$ cat src/rtl/spi_cmd_pkg.sv
package spi_cmd_pkg;

    localparam int WORD_W  = 22;
    localparam int OP_W    = 5;
    localparam int ADDR_W  = 9;
    localparam int DATA_W  = 8;
    localparam int CONV_W  = 16;
    localparam int CNT_W   = $clog2(WORD_W + 1) + 1;
    localparam logic [CNT_W-1:0] CNT_MAX = '1;

    localparam logic [OP_W-1:0] OPC_WRITE = 5'b00001;
    localparam logic [OP_W-1:0] OPC_READ  = 5'b00010;

    typedef struct packed {
        logic [OP_W-1:0]   opc;
        logic [ADDR_W-1:0] addr;
        logic [DATA_W-1:0] wdata;
    } cmd_word_t;

    typedef enum logic [1:0] {
        FK_SHORT   = 2'd0,
        FK_OPTIMAL = 2'd1,
        FK_LONG    = 2'd2
    } frame_kind_e;

    typedef struct packed {
        logic sclk_rise;
        logic sclk_fall;
        logic frame_start;
        logic frame_end;
        logic sdi_bit;
    } spi_evt_t;

    function automatic frame_kind_e classify(input logic [CNT_W-1:0] n);
        if (n < CNT_W'(WORD_W))       return FK_SHORT;
        else if (n == CNT_W'(WORD_W)) return FK_OPTIMAL;
        else                          return FK_LONG;
    endfunction

endpackage

$ cat src/rtl/spi_sync_edges.sv
module spi_sync_edges
    import spi_cmd_pkg::*;
(
    input  logic     clk,
    input  logic     rst,
    input  logic     cs_n,
    input  logic     sclk,
    input  logic     sdi,
    output spi_evt_t evt
);
    localparam int STAGES = 2;

    logic [STAGES-1:0] cs_sync, sclk_sync, sdi_sync;
    logic              cs_prev, sclk_prev;

    always_ff @(posedge clk) begin
        if (rst) begin
            cs_sync   <= '1;
            sclk_sync <= '0;
            sdi_sync  <= '0;
            cs_prev   <= 1'b1;
            sclk_prev <= 1'b0;
        end else begin
            cs_sync   <= {cs_sync[STAGES-2:0], cs_n};
            sclk_sync <= {sclk_sync[STAGES-2:0], sclk};
            sdi_sync  <= {sdi_sync[STAGES-2:0], sdi};
            cs_prev   <= cs_sync[STAGES-1];
            sclk_prev <= sclk_sync[STAGES-1];
        end
    end

    logic cs_s, sclk_s;
    assign cs_s   = cs_sync[STAGES-1];
    assign sclk_s = sclk_sync[STAGES-1];

    always_comb begin
        evt.frame_start = cs_prev && !cs_s;
        evt.frame_end   = !cs_prev && cs_s;
        evt.sclk_rise   = !sclk_prev && sclk_s && !cs_s;
        evt.sclk_fall   = sclk_prev && !sclk_s && !cs_s;
        evt.sdi_bit     = sdi_sync[STAGES-1];
    end

endmodule

$ cat src/rtl/spi_frame_shifter.sv
module spi_frame_shifter
    import spi_cmd_pkg::*;
(
    input  logic      clk,
    input  logic      rst,
    input  spi_evt_t  evt,
    output logic      cmd_valid,
    output cmd_word_t cmd
);
    logic [WORD_W-1:0] shreg;
    logic [WORD_W-1:0] idr;
    logic [CNT_W-1:0]  bit_cnt;
    frame_kind_e       kind;

    assign kind = classify(bit_cnt);

    always_ff @(posedge clk) begin
        if (rst) begin
            shreg   <= '0;
            bit_cnt <= '0;
        end else if (evt.frame_start) begin
            shreg   <= '0;
            bit_cnt <= '0;
        end else if (evt.sclk_rise) begin
            shreg <= {shreg[WORD_W-2:0], evt.sdi_bit};
            if (bit_cnt != CNT_MAX)
                bit_cnt <= bit_cnt + 1'b1;
        end
    end

    always_ff @(posedge clk) begin
        if (rst) begin
            idr       <= '0;
            cmd_valid <= 1'b0;
        end else begin
            cmd_valid <= 1'b0;
            if (evt.frame_end && kind != FK_SHORT) begin
                idr       <= shreg;
                cmd_valid <= 1'b1;
            end
        end
    end

    assign cmd = cmd_word_t'(idr);

    p_cnt_sat_r3: assert property (@(posedge clk) disable iff (rst)
        (bit_cnt == CNT_MAX && !evt.frame_start) |=> bit_cnt == CNT_MAX);

    p_short_drop_r4: assert property (@(posedge clk) disable iff (rst)
        (evt.frame_end && bit_cnt < CNT_W'(WORD_W)) |=> (!cmd_valid && $stable(idr)));

    p_full_accept_r5: assert property (@(posedge clk) disable iff (rst)
        (evt.frame_end && bit_cnt >= CNT_W'(WORD_W)) |=> (cmd_valid && idr == $past(shreg)));

endmodule

$ cat src/rtl/spi_ctrl_regbank.sv
module spi_ctrl_regbank
    import spi_cmd_pkg::*;
#(
    parameter int NREG = 8
) (
    input  logic              clk,
    input  logic              rst,
    input  logic              cmd_valid,
    input  cmd_word_t         cmd,
    input  logic              rsp_take,
    output logic              rsp_pending,
    output logic [DATA_W-1:0] rsp_data,
    output logic [NREG*DATA_W-1:0] regs_flat
);
    localparam int IDX_W = (NREG > 1) ? $clog2(NREG) : 1;

    logic [DATA_W-1:0] regs [NREG];
    logic              addr_ok;
    logic [IDX_W-1:0]  idx;
    logic              is_wr, is_rd;

    assign addr_ok = cmd.addr < ADDR_W'(NREG);
    assign idx     = cmd.addr[IDX_W-1:0];
    assign is_wr   = cmd_valid && cmd.opc == OPC_WRITE;
    assign is_rd   = cmd_valid && cmd.opc == OPC_READ;

    for (genvar g = 0; g < NREG; g++) begin : g_reg
        always_ff @(posedge clk) begin
            if (rst)
                regs[g] <= '0;
            else if (is_wr && addr_ok && idx == IDX_W'(g))
                regs[g] <= cmd.wdata;
        end
        assign regs_flat[g*DATA_W +: DATA_W] = regs[g];
    end

    always_ff @(posedge clk) begin
        if (rst) begin
            rsp_pending <= 1'b0;
            rsp_data    <= '0;
        end else if (is_rd) begin
            rsp_pending <= 1'b1;
            rsp_data    <= addr_ok ? regs[idx] : '0;
        end else if (rsp_take) begin
            rsp_pending <= 1'b0;
        end
    end

    p_regs_hold_r7: assert property (@(posedge clk) disable iff (rst)
        !cmd_valid |=> $stable(regs_flat));

    p_read_arm_r8: assert property (@(posedge clk) disable iff (rst)
        (cmd_valid && cmd.opc == OPC_READ) |=> rsp_pending);

    p_other_opc_r10: assert property (@(posedge clk) disable iff (rst)
        (cmd_valid && cmd.opc != OPC_WRITE && cmd.opc != OPC_READ)
            |=> ($stable(regs_flat) && $stable(rsp_data)));

    p_rsp_consumed_r13: assert property (@(posedge clk) disable iff (rst)
        (rsp_pending && rsp_take && !cmd_valid) |=> !rsp_pending);

endmodule

$ cat src/rtl/spi_sdo_shifter.sv
module spi_sdo_shifter
    import spi_cmd_pkg::*;
(
    input  logic              clk,
    input  logic              rst,
    input  spi_evt_t          evt,
    input  logic              rsp_pending,
    input  logic [DATA_W-1:0] rsp_data,
    input  logic [CONV_W-1:0] conv_data,
    output logic              sdo
);
    localparam int RSP_PAD  = WORD_W - DATA_W;
    localparam int CONV_PAD = WORD_W - CONV_W;

    logic [WORD_W-1:0] out_sr;

    always_ff @(posedge clk) begin
        if (rst || evt.frame_end)
            out_sr <= '0;
        else if (evt.frame_start)
            out_sr <= rsp_pending ? {rsp_data, {RSP_PAD{1'b0}}}
                                  : {conv_data, {CONV_PAD{1'b0}}};
        else if (evt.sclk_fall)
            out_sr <= {out_sr[WORD_W-2:0], 1'b0};
    end

    assign sdo = out_sr[WORD_W-1];

    p_sdo_quiet_r12: assert property (@(posedge clk) disable iff (rst)
        (!evt.sclk_fall && !evt.frame_start && !evt.frame_end) |=> $stable(sdo));

    p_sdo_idle_r1: assert property (@(posedge clk) disable iff (rst)
        evt.frame_end |=> !sdo);

endmodule

$ cat src/rtl/spi_cmd_frame_rx.sv
module spi_cmd_frame_rx
    import spi_cmd_pkg::*;
#(
    parameter int NREG = 8
) (
    input  logic                     clk,
    input  logic                     rst,
    input  logic                     cs_n,
    input  logic                     sclk,
    input  logic                     sdi,
    input  logic [CONV_W-1:0]        conv_data,
    output logic                     sdo,
    output logic [NREG*DATA_W-1:0]   ctrl_regs
);
    spi_evt_t          evt;
    logic              cmd_valid;
    cmd_word_t         cmd;
    logic              rsp_pending;
    logic [DATA_W-1:0] rsp_data;

    spi_sync_edges u_sync (
        .clk  (clk),
        .rst  (rst),
        .cs_n (cs_n),
        .sclk (sclk),
        .sdi  (sdi),
        .evt  (evt)
    );

    spi_frame_shifter u_shift (
        .clk       (clk),
        .rst       (rst),
        .evt       (evt),
        .cmd_valid (cmd_valid),
        .cmd       (cmd)
    );

    spi_ctrl_regbank #(.NREG(NREG)) u_regs (
        .clk         (clk),
        .rst         (rst),
        .cmd_valid   (cmd_valid),
        .cmd         (cmd),
        .rsp_take    (evt.frame_start),
        .rsp_pending (rsp_pending),
        .rsp_data    (rsp_data),
        .regs_flat   (ctrl_regs)
    );

    spi_sdo_shifter u_sdo (
        .clk         (clk),
        .rst         (rst),
        .evt         (evt),
        .rsp_pending (rsp_pending),
        .rsp_data    (rsp_data),
        .conv_data   (conv_data),
        .sdo         (sdo)
    );

    p_regs_zero_after_reset_r1: assert property (@(posedge clk)
        $past(rst) |-> ctrl_regs == '0);

endmodule

$ cat config.mk
export PLATFORM = sky130hd
export DESIGN_NAME = spi_cmd_frame_rx
export DESIGN_NICKNAME = d
export VERILOG_FILES = /design/src/rtl/spi_cmd_pkg.sv /design/src/rtl/spi_sync_edges.sv /design/src/rtl/spi_frame_shifter.sv /design/src/rtl/spi_ctrl_regbank.sv /design/src/rtl/spi_sdo_shifter.sv /design/src/rtl/spi_cmd_frame_rx.sv
export SDC_FILE = /design/constraint.sdc
export NUM_CORES = 1
export LEC_CHECK = 0
export BUFFER_PORTS_ARGS = -buffer_cell sky130_fd_sc_hd__buf_2
export CAP_MARGIN = 30
export CORE_ASPECT_RATIO = 1.4
export CORE_MARGIN = 3
export CORE_UTILIZATION = 35
export DETAILED_ROUTE_END_ITERATION = 12
export PLACE_DENSITY_LB_ADDON = 0.05
export SYNTH_ARGS = -nofsm -noshare
export SYNTH_HDL_FRONTEND = slang
export SYNTH_SLANG_ARGS = --single-unit
$ cat constraint.sdc
create_clock -name clk -period 2.3 [get_ports clk]
set_clock_uncertainty 0.1 [all_clocks]
set_input_delay 0.345 -clock clk [delete_from_list [all_inputs] [get_ports clk]]
set_output_delay 0.345 -clock clk [all_outputs]
set_load 0.005 [all_outputs]
Word-level counts from Yosys, hierarchy flattened
Memory sizes are Yosys's and may differ from the RTL's. A register that Yosys moved wholly into a read port is not among the register bits.
Index checks and enable logic that the tools add are counted.
{ "op_classes": {"n_lt_le_gt_ge": 2, "reduce_logical": 29, "add_sub_neg": 1, "bitwise_logic": 8, "n_mux": 45, "n_eq_ne": 11} }
{ "ops": {"columns": ["op", "count"], "rows": [
  ["$mux 8", 9],
  ["$mux 22", 3],
  ["$mux 1", 29],
  ["$logic_and 1x1->1", 18],
  ["$eq 3x3->1 const B", 4],
  ["$lt 9x4->1 const B", 1],
  ["$or 1x1->1", 8],
  ["$add 6x1->6 const B", 1],
  ["$eq 3x2->1 const B", 2],
  ["$eq 6x5->1 const B", 1],
  ["$lt 6x5->1 const B", 1],
  ["$mux 3", 2],
  ["$ne 6x6->1 const B", 1],
  ["$reduce_bool 2->1", 3],
  ["$eq 5x1->1 const B", 1],
  ["$eq 5x2->1 const B", 1],
  ["$logic_not 1->1", 4],
  ["$mux 2", 2],
  ["$eq 3x1->1 const B", 1],
  ["$logic_not 3->1", 1],
  ["$reduce_and 2->1", 1],
  ["$reduce_or 2->1", 1],
  ["$logic_or 1x1->1", 1]
]} }
{ "word_totals": {"word_cells": 109, "mem_count": 1, "inputBits": 21, "reg_bits": 90, "out_inout_bits": 65, "mem_bits_rw": 64} }
{ "memory_table": {"columns": ["memory", "depth", "width", "read_ports", "rd_clocked_by_memory_dff", "write_ports", "line", "text"], "rows": [
  ["u_regs.regs", 8, 8, 9, 1, 8, "spi_ctrl_regbank.sv:17", "logic [DATA_W-1:0] regs [NREG];"]
]} }

Longest topological paths before layout
{ "logic_depth": {"depth_word": 8, "depth_mapped": 6, "ltp_nobuf": 5} }

By module
Synthesis repeated with hierarchy kept, for this count alone.
{ "unflattened": {"cells_unflattened": 552, "area_unflattened_um2": 6551.3} }
{ "modules_own_cells": {"columns": ["module", "area_each_um2", "cells_each", "seq_area_each_um2", "instances"], "rows": [
  ["spi_ctrl_regbank", 3383.2, 234, 2102.0, 1],
  ["spi_frame_shifter", 2095.8, 215, 1021.0, 1],
  ["spi_sdo_shifter", 827.0, 82, 320.3, 1],
  ["spi_sync_edges", 245.2, 21, 160.2, 1]
]} }

Worst setup path before layout
No wires, ideal clock.
{ "synth_path": {"kind": "flip-flop to flip-flop", "startpoint": "register u_shift.idr[21], in the netlist u_shift.cmd[21]", "endpoint": "memory u_regs.regs[1][0] (enable)", "setup_ns": 0.326, "setup_slack_ns": 0.313, "arrival_ns": 1.562, "required_ns": 1.874, "path_stages_with_launch": 5, "n_path_buf": 0, "path_cell_list": "dfxtp_1 > nor4b_4 > nand4_4 > nor2_1 > a21o_1"} }
{ "synth_lines": {"columns": ["element", "line", "text"], "rows": [
  ["start, declared", "spi_frame_shifter.sv:11", "logic [WORD_W-1:0] idr;"],
  ["start signal, assigned", "spi_frame_shifter.sv:38", "idr <= shreg;"],
  ["end, declared", "spi_ctrl_regbank.sv:17", null]
]} }

==> results.txt <==
----------------------------------------------------
[Critical path]
  Depth of the critical timing path with buffers and inverters included ... 4
  Data required time at the worst endpoint ... 2.28 ns
  Crit start category ... register
  Last element of the critical path ... u_regs.regs[1][7]
  Kind of cell adding the most delay to the critical path ... simple AND/OR/NAND/NOR gates
  Worst setup path category ... register to register
  Critical Path AT ... 1.91 ns
  Launch point of the worst reg-to-reg path ... u_shift.cmd[21]
  Worst path buffer plus inverter count ... 0
  Number of cells traversed by the worst register-to-register path ... 4
  R2R Path End ... u_regs.regs[1][7]
  Type of element capturing the critical path ... register
  Setup slack on the worst flop-to-flop path ... 0.37 ns
  Cells along the critical path ... nor4b_4 > nand4_4 > nor2_1 > a21o_1
  Worst setup startpoint ... u_shift.cmd[21]
  Stage delay of the slowest cell on the critical path ... 0.38 ns
  Maximum fanout along the worst path ... 8
  Slowest cell on the critical path ... sky130_fd_sc_hd__nor4b_4

[Placed design]
  Standard cell area after detailed placement ... 0.00736 mm²
  HPWL reported at the end of detailed placement ... 11.4 mm
  Number of buffers added on ports ... 85
  Placer Congestion ... 0.766

[Route]
  Number of nets still failing antenna checks after routing ... 0
  Number of detailed-route iterations in the first pass ... 4
  Aggregate routed wire length ... 15.9 mm
  Average detailed-routed wire length per instance ... 17.2 µm
  Number of remaining DRC errors ... 0
  Average vias per placed instance ... 4.87
  Number of design-rule violations left by the first detailed-router iteration ... 264
  Vias ... 4491

[Floorplanning]
  Std-Cell Rows ... 59
  Die Area ... 0.0207 mm²
  Starting density of the core ... 35.8%
  Total I/O pin count ... 86
  Die Width ... 123 µm
  Y dimension of the die ... 169 µm
  Core area ... 0.0186 mm²

[Layout]
  Number of nets in the finished design ... 689
  Diode insertion count for antenna repair ... 0
  Area occupied by registers ... 0.00366 mm²
  Area of combinational cells with multiple inputs ... 0.00283 mm²
  Highest-count cells in the layout ignoring fill and taps ... sky130_fd_sc_hd__dfxtp_1 (87), sky130_fd_sc_hd__buf_2 (85), sky130_fd_sc_hd__nand2_1 (74)
  Fill cell total of the finished layout ... 1811
  Most common cell after layout, fill and taps aside ... sky130_fd_sc_hd__dfxtp_1
  Synth-to-Final Area Change ... 19.9%
  Proportion of layout cells with a drive suffix above 1 ... 32.1%
  Area of all placed cells without fillers ... 0.00798 mm²

[Logic synthesis]
  Ys flop type ... sky130_fd_sc_hd__dfxtp_1
  Post-synthesis mux area share ... 11.6%
  Post-Synthesis Net Count ... 604
  Count of flip-flops with a built-in enable after synthesis ... 64
  Sequential fraction of the synthesis area ... 55.0%
  Count of state elements after synthesis ... 151
  Post-synthesis simple-gate area fraction ... 23.1%
  Total number of yosys warnings ... 0
  Combinational family with the most area after synthesis ... simple AND/OR/NAND/NOR gates
  Yosys cell types ... 45
  Proportion of synthesized flip-flops having asynchronous set or reset ... 0%
  Synth Cell Area ... 0.00666 mm²
  Cell count after synthesis ... 581
  Post-Syn Area per Cell ... 11.5 µm²
  Adder-cell share of the synthesized area ... 0.376%
  Synth Area in XOR/XNOR ... 0.395%
  Compound-cell area share of the yosys netlist ... 7.07%

[Global routing]
  Global-route wire length before repair ... 25.2 mm
  Sum of overflow across all layers after global routing ... 0
  Initial antenna violation count ... 0
  GRT Total Usage ... 16.0%
  Vias in the first global route ... 4394
  Largest net degree at the start of global routing ... 54

[STA]
  Fin Hold WS ... 0.0322 ns
  Fraction of the cycle the final worst path needs ... 84.0%
  Accumulated negative setup slack ... 0 ns
  Final setup violation count ... 0
  RSZ-0062 raised after global routing ... no
  Worst slew pin tran ... 0.631 ns
  Final Hold Vio Count ... 0
  Minimum clock period ... 1.93 ns
  Remaining max-slew budget at the tightest pin ... 57.9%
  Achievable frequency ... 0.518 GHz
  Max-slew violations ... 0

[Outcome]
  Result of the run ... complete, no violations

[CTS]
  Insertion delay to the later sink of the worst-skew pair ... 0.42 ns
  CTS Buf Count ... 17
  H-Tree Level Count ... 4
  CTS root buf ... sky130_fd_sc_hd__clkbuf_16
  Clock buffer depth ... 2
  Clock-pin transition on the worst setup and hold timing paths ... 0.06 ns
  Number of clock sinks seen by CTS ... 151
  TritonCTS clock tree ... built
  Post-CTS setup repair buffer count ... 0

[Job]
  Max-cap viol count ... 0

[Pwr]
  Maximum VDD drop ... 0.000343 V
  Pwr Density ... 749 mW/mm²
  Leakage power total ... 0.00282 µW

[Worst hold path]
  Min-Delay Path Class ... primary input to register
  Cell count of the worst hold path ... 2

----------------------------------------------------
[final cells by class]
class	instances	share of cell area, %
multi-input combinational	390	35.5
clock inverter	11	1.49
tap	244	3.82
clock buffer	21	6.17
sequential	151	45.9
timing repair buffer	99	6.83
inverter	7	0.329
[kinds of logic (layout without fill, tap and decap cells)]
kind of cell / count (synthesis) / count (layout)
flops: 151 / 151
mux: 57 / 57
xor+xnor: 3 / 3
fa+ha+maj: 2 / 2
buf+inv: 40 / 138
compound gates: 75 / 75
simple gates: 253 / 253
[synth_stat cells, types with 3 or more instances]
cell type	count	area, µm²
sky130_fd_sc_hd__edfxtp_1	64	1920
sky130_fd_sc_hd__mux2i_1	41	410
sky130_fd_sc_hd__and2_2	48	360
sky130_fd_sc_hd__a21oi_1	34	170
sky130_fd_sc_hd__nand2b_1	48	300
sky130_fd_sc_hd__and3_1	9	56.3
sky130_fd_sc_hd__o21ai_0	7	35.0
sky130_fd_sc_hd__inv_1	7	26.3
sky130_fd_sc_hd__nand2_1	74	278
sky130_fd_sc_hd__buf_2	7	35.0
sky130_fd_sc_hd__mux4_2	16	360
sky130_fd_sc_hd__and2_1	16	100
sky130_fd_sc_hd__nor2_1	17	63.8
sky130_fd_sc_hd__a21o_1	3	22.5
sky130_fd_sc_hd__o211ai_1	10	75.1
sky130_fd_sc_hd__nor2b_1	8	50.1
sky130_fd_sc_hd__nor3_1	9	45.0
sky130_fd_sc_hd__nor3_4	8	130
sky130_fd_sc_hd__dfxtp_1	87	1740
sky130_fd_sc_hd__a211oi_1	8	60.1
sky130_fd_sc_hd__clkbuf_1	22	82.6
sky130_fd_sc_hd__a31o_2	6	52.6
sky130_fd_sc_hd__or2_2	4	25.0
[worst min path at each step]
stage | start | to | slack, ns
floorplan | u_sync.cs_sync[0] | u_sync.cs_sync[1] | 0.29
global placement | u_sync.cs_sync[0] | u_sync.cs_sync[1] | 0.29
detailed placement | u_sync.cs_sync[0] | u_sync.cs_sync[1] | 0.29
CTS | sclk | u_sync.sclk_sync[0] | 0.02
global route | sdi | u_sync.sdi_sync[0] | 0.03
finish | sclk | u_sync.sclk_sync[0] | 0.03
[power breakdown]
part,internal (µW),total [µW],switching (µW)
logic,115,249,134
clock network,1750,2830,1070
registers,2860,2910,47.0
total,4730,5980,1260
[per-layer routing]
metal  global-route usage [%]  routed length [µm]
met4                     5.95                 285
met5                        0                   0
met2                     26.5                7910
met1                     20.5                7000
met3                     3.70                 719
[sequential cells by signal, indices dropped and copies added (netlist names), named ones only]
register	cells
u_regs.regs	64
u_regs.rsp_data	8
u_regs.rsp_pending	1
u_sync.sdi_sync	2
u_sync.sclk_sync	2
u_sdo.out_sr	16
u_shift.cmd	22
u_shift.bit_cnt	6
u_shift.cmd_valid	1
u_shift.shreg	22
u_sync.cs_sync	2
u_sync.cs_prev	1
u_sync.sclk_prev	1
[metrics by stage]
step	utilization (%)	setup WS [ns]	total power, µW	instances
final	42.9	0.368	5980	923
after floorplan	-	0.313	3080	581
after CTS	42.9	0.328	6070	923
after global placement	39.5	0.349	3220	889
after detailed placement	39.6	0.325	3220	890
after global routing	42.9	0.248	6200	923
[timing repair]
item / 4_1_cts / 5_1_grt
gates resized for setup: 0 / 0
hold buffers: 1 / 0
hold endpoints to repair: 1 / 0
No activity file was read; power rests on OpenSTA's default activity.
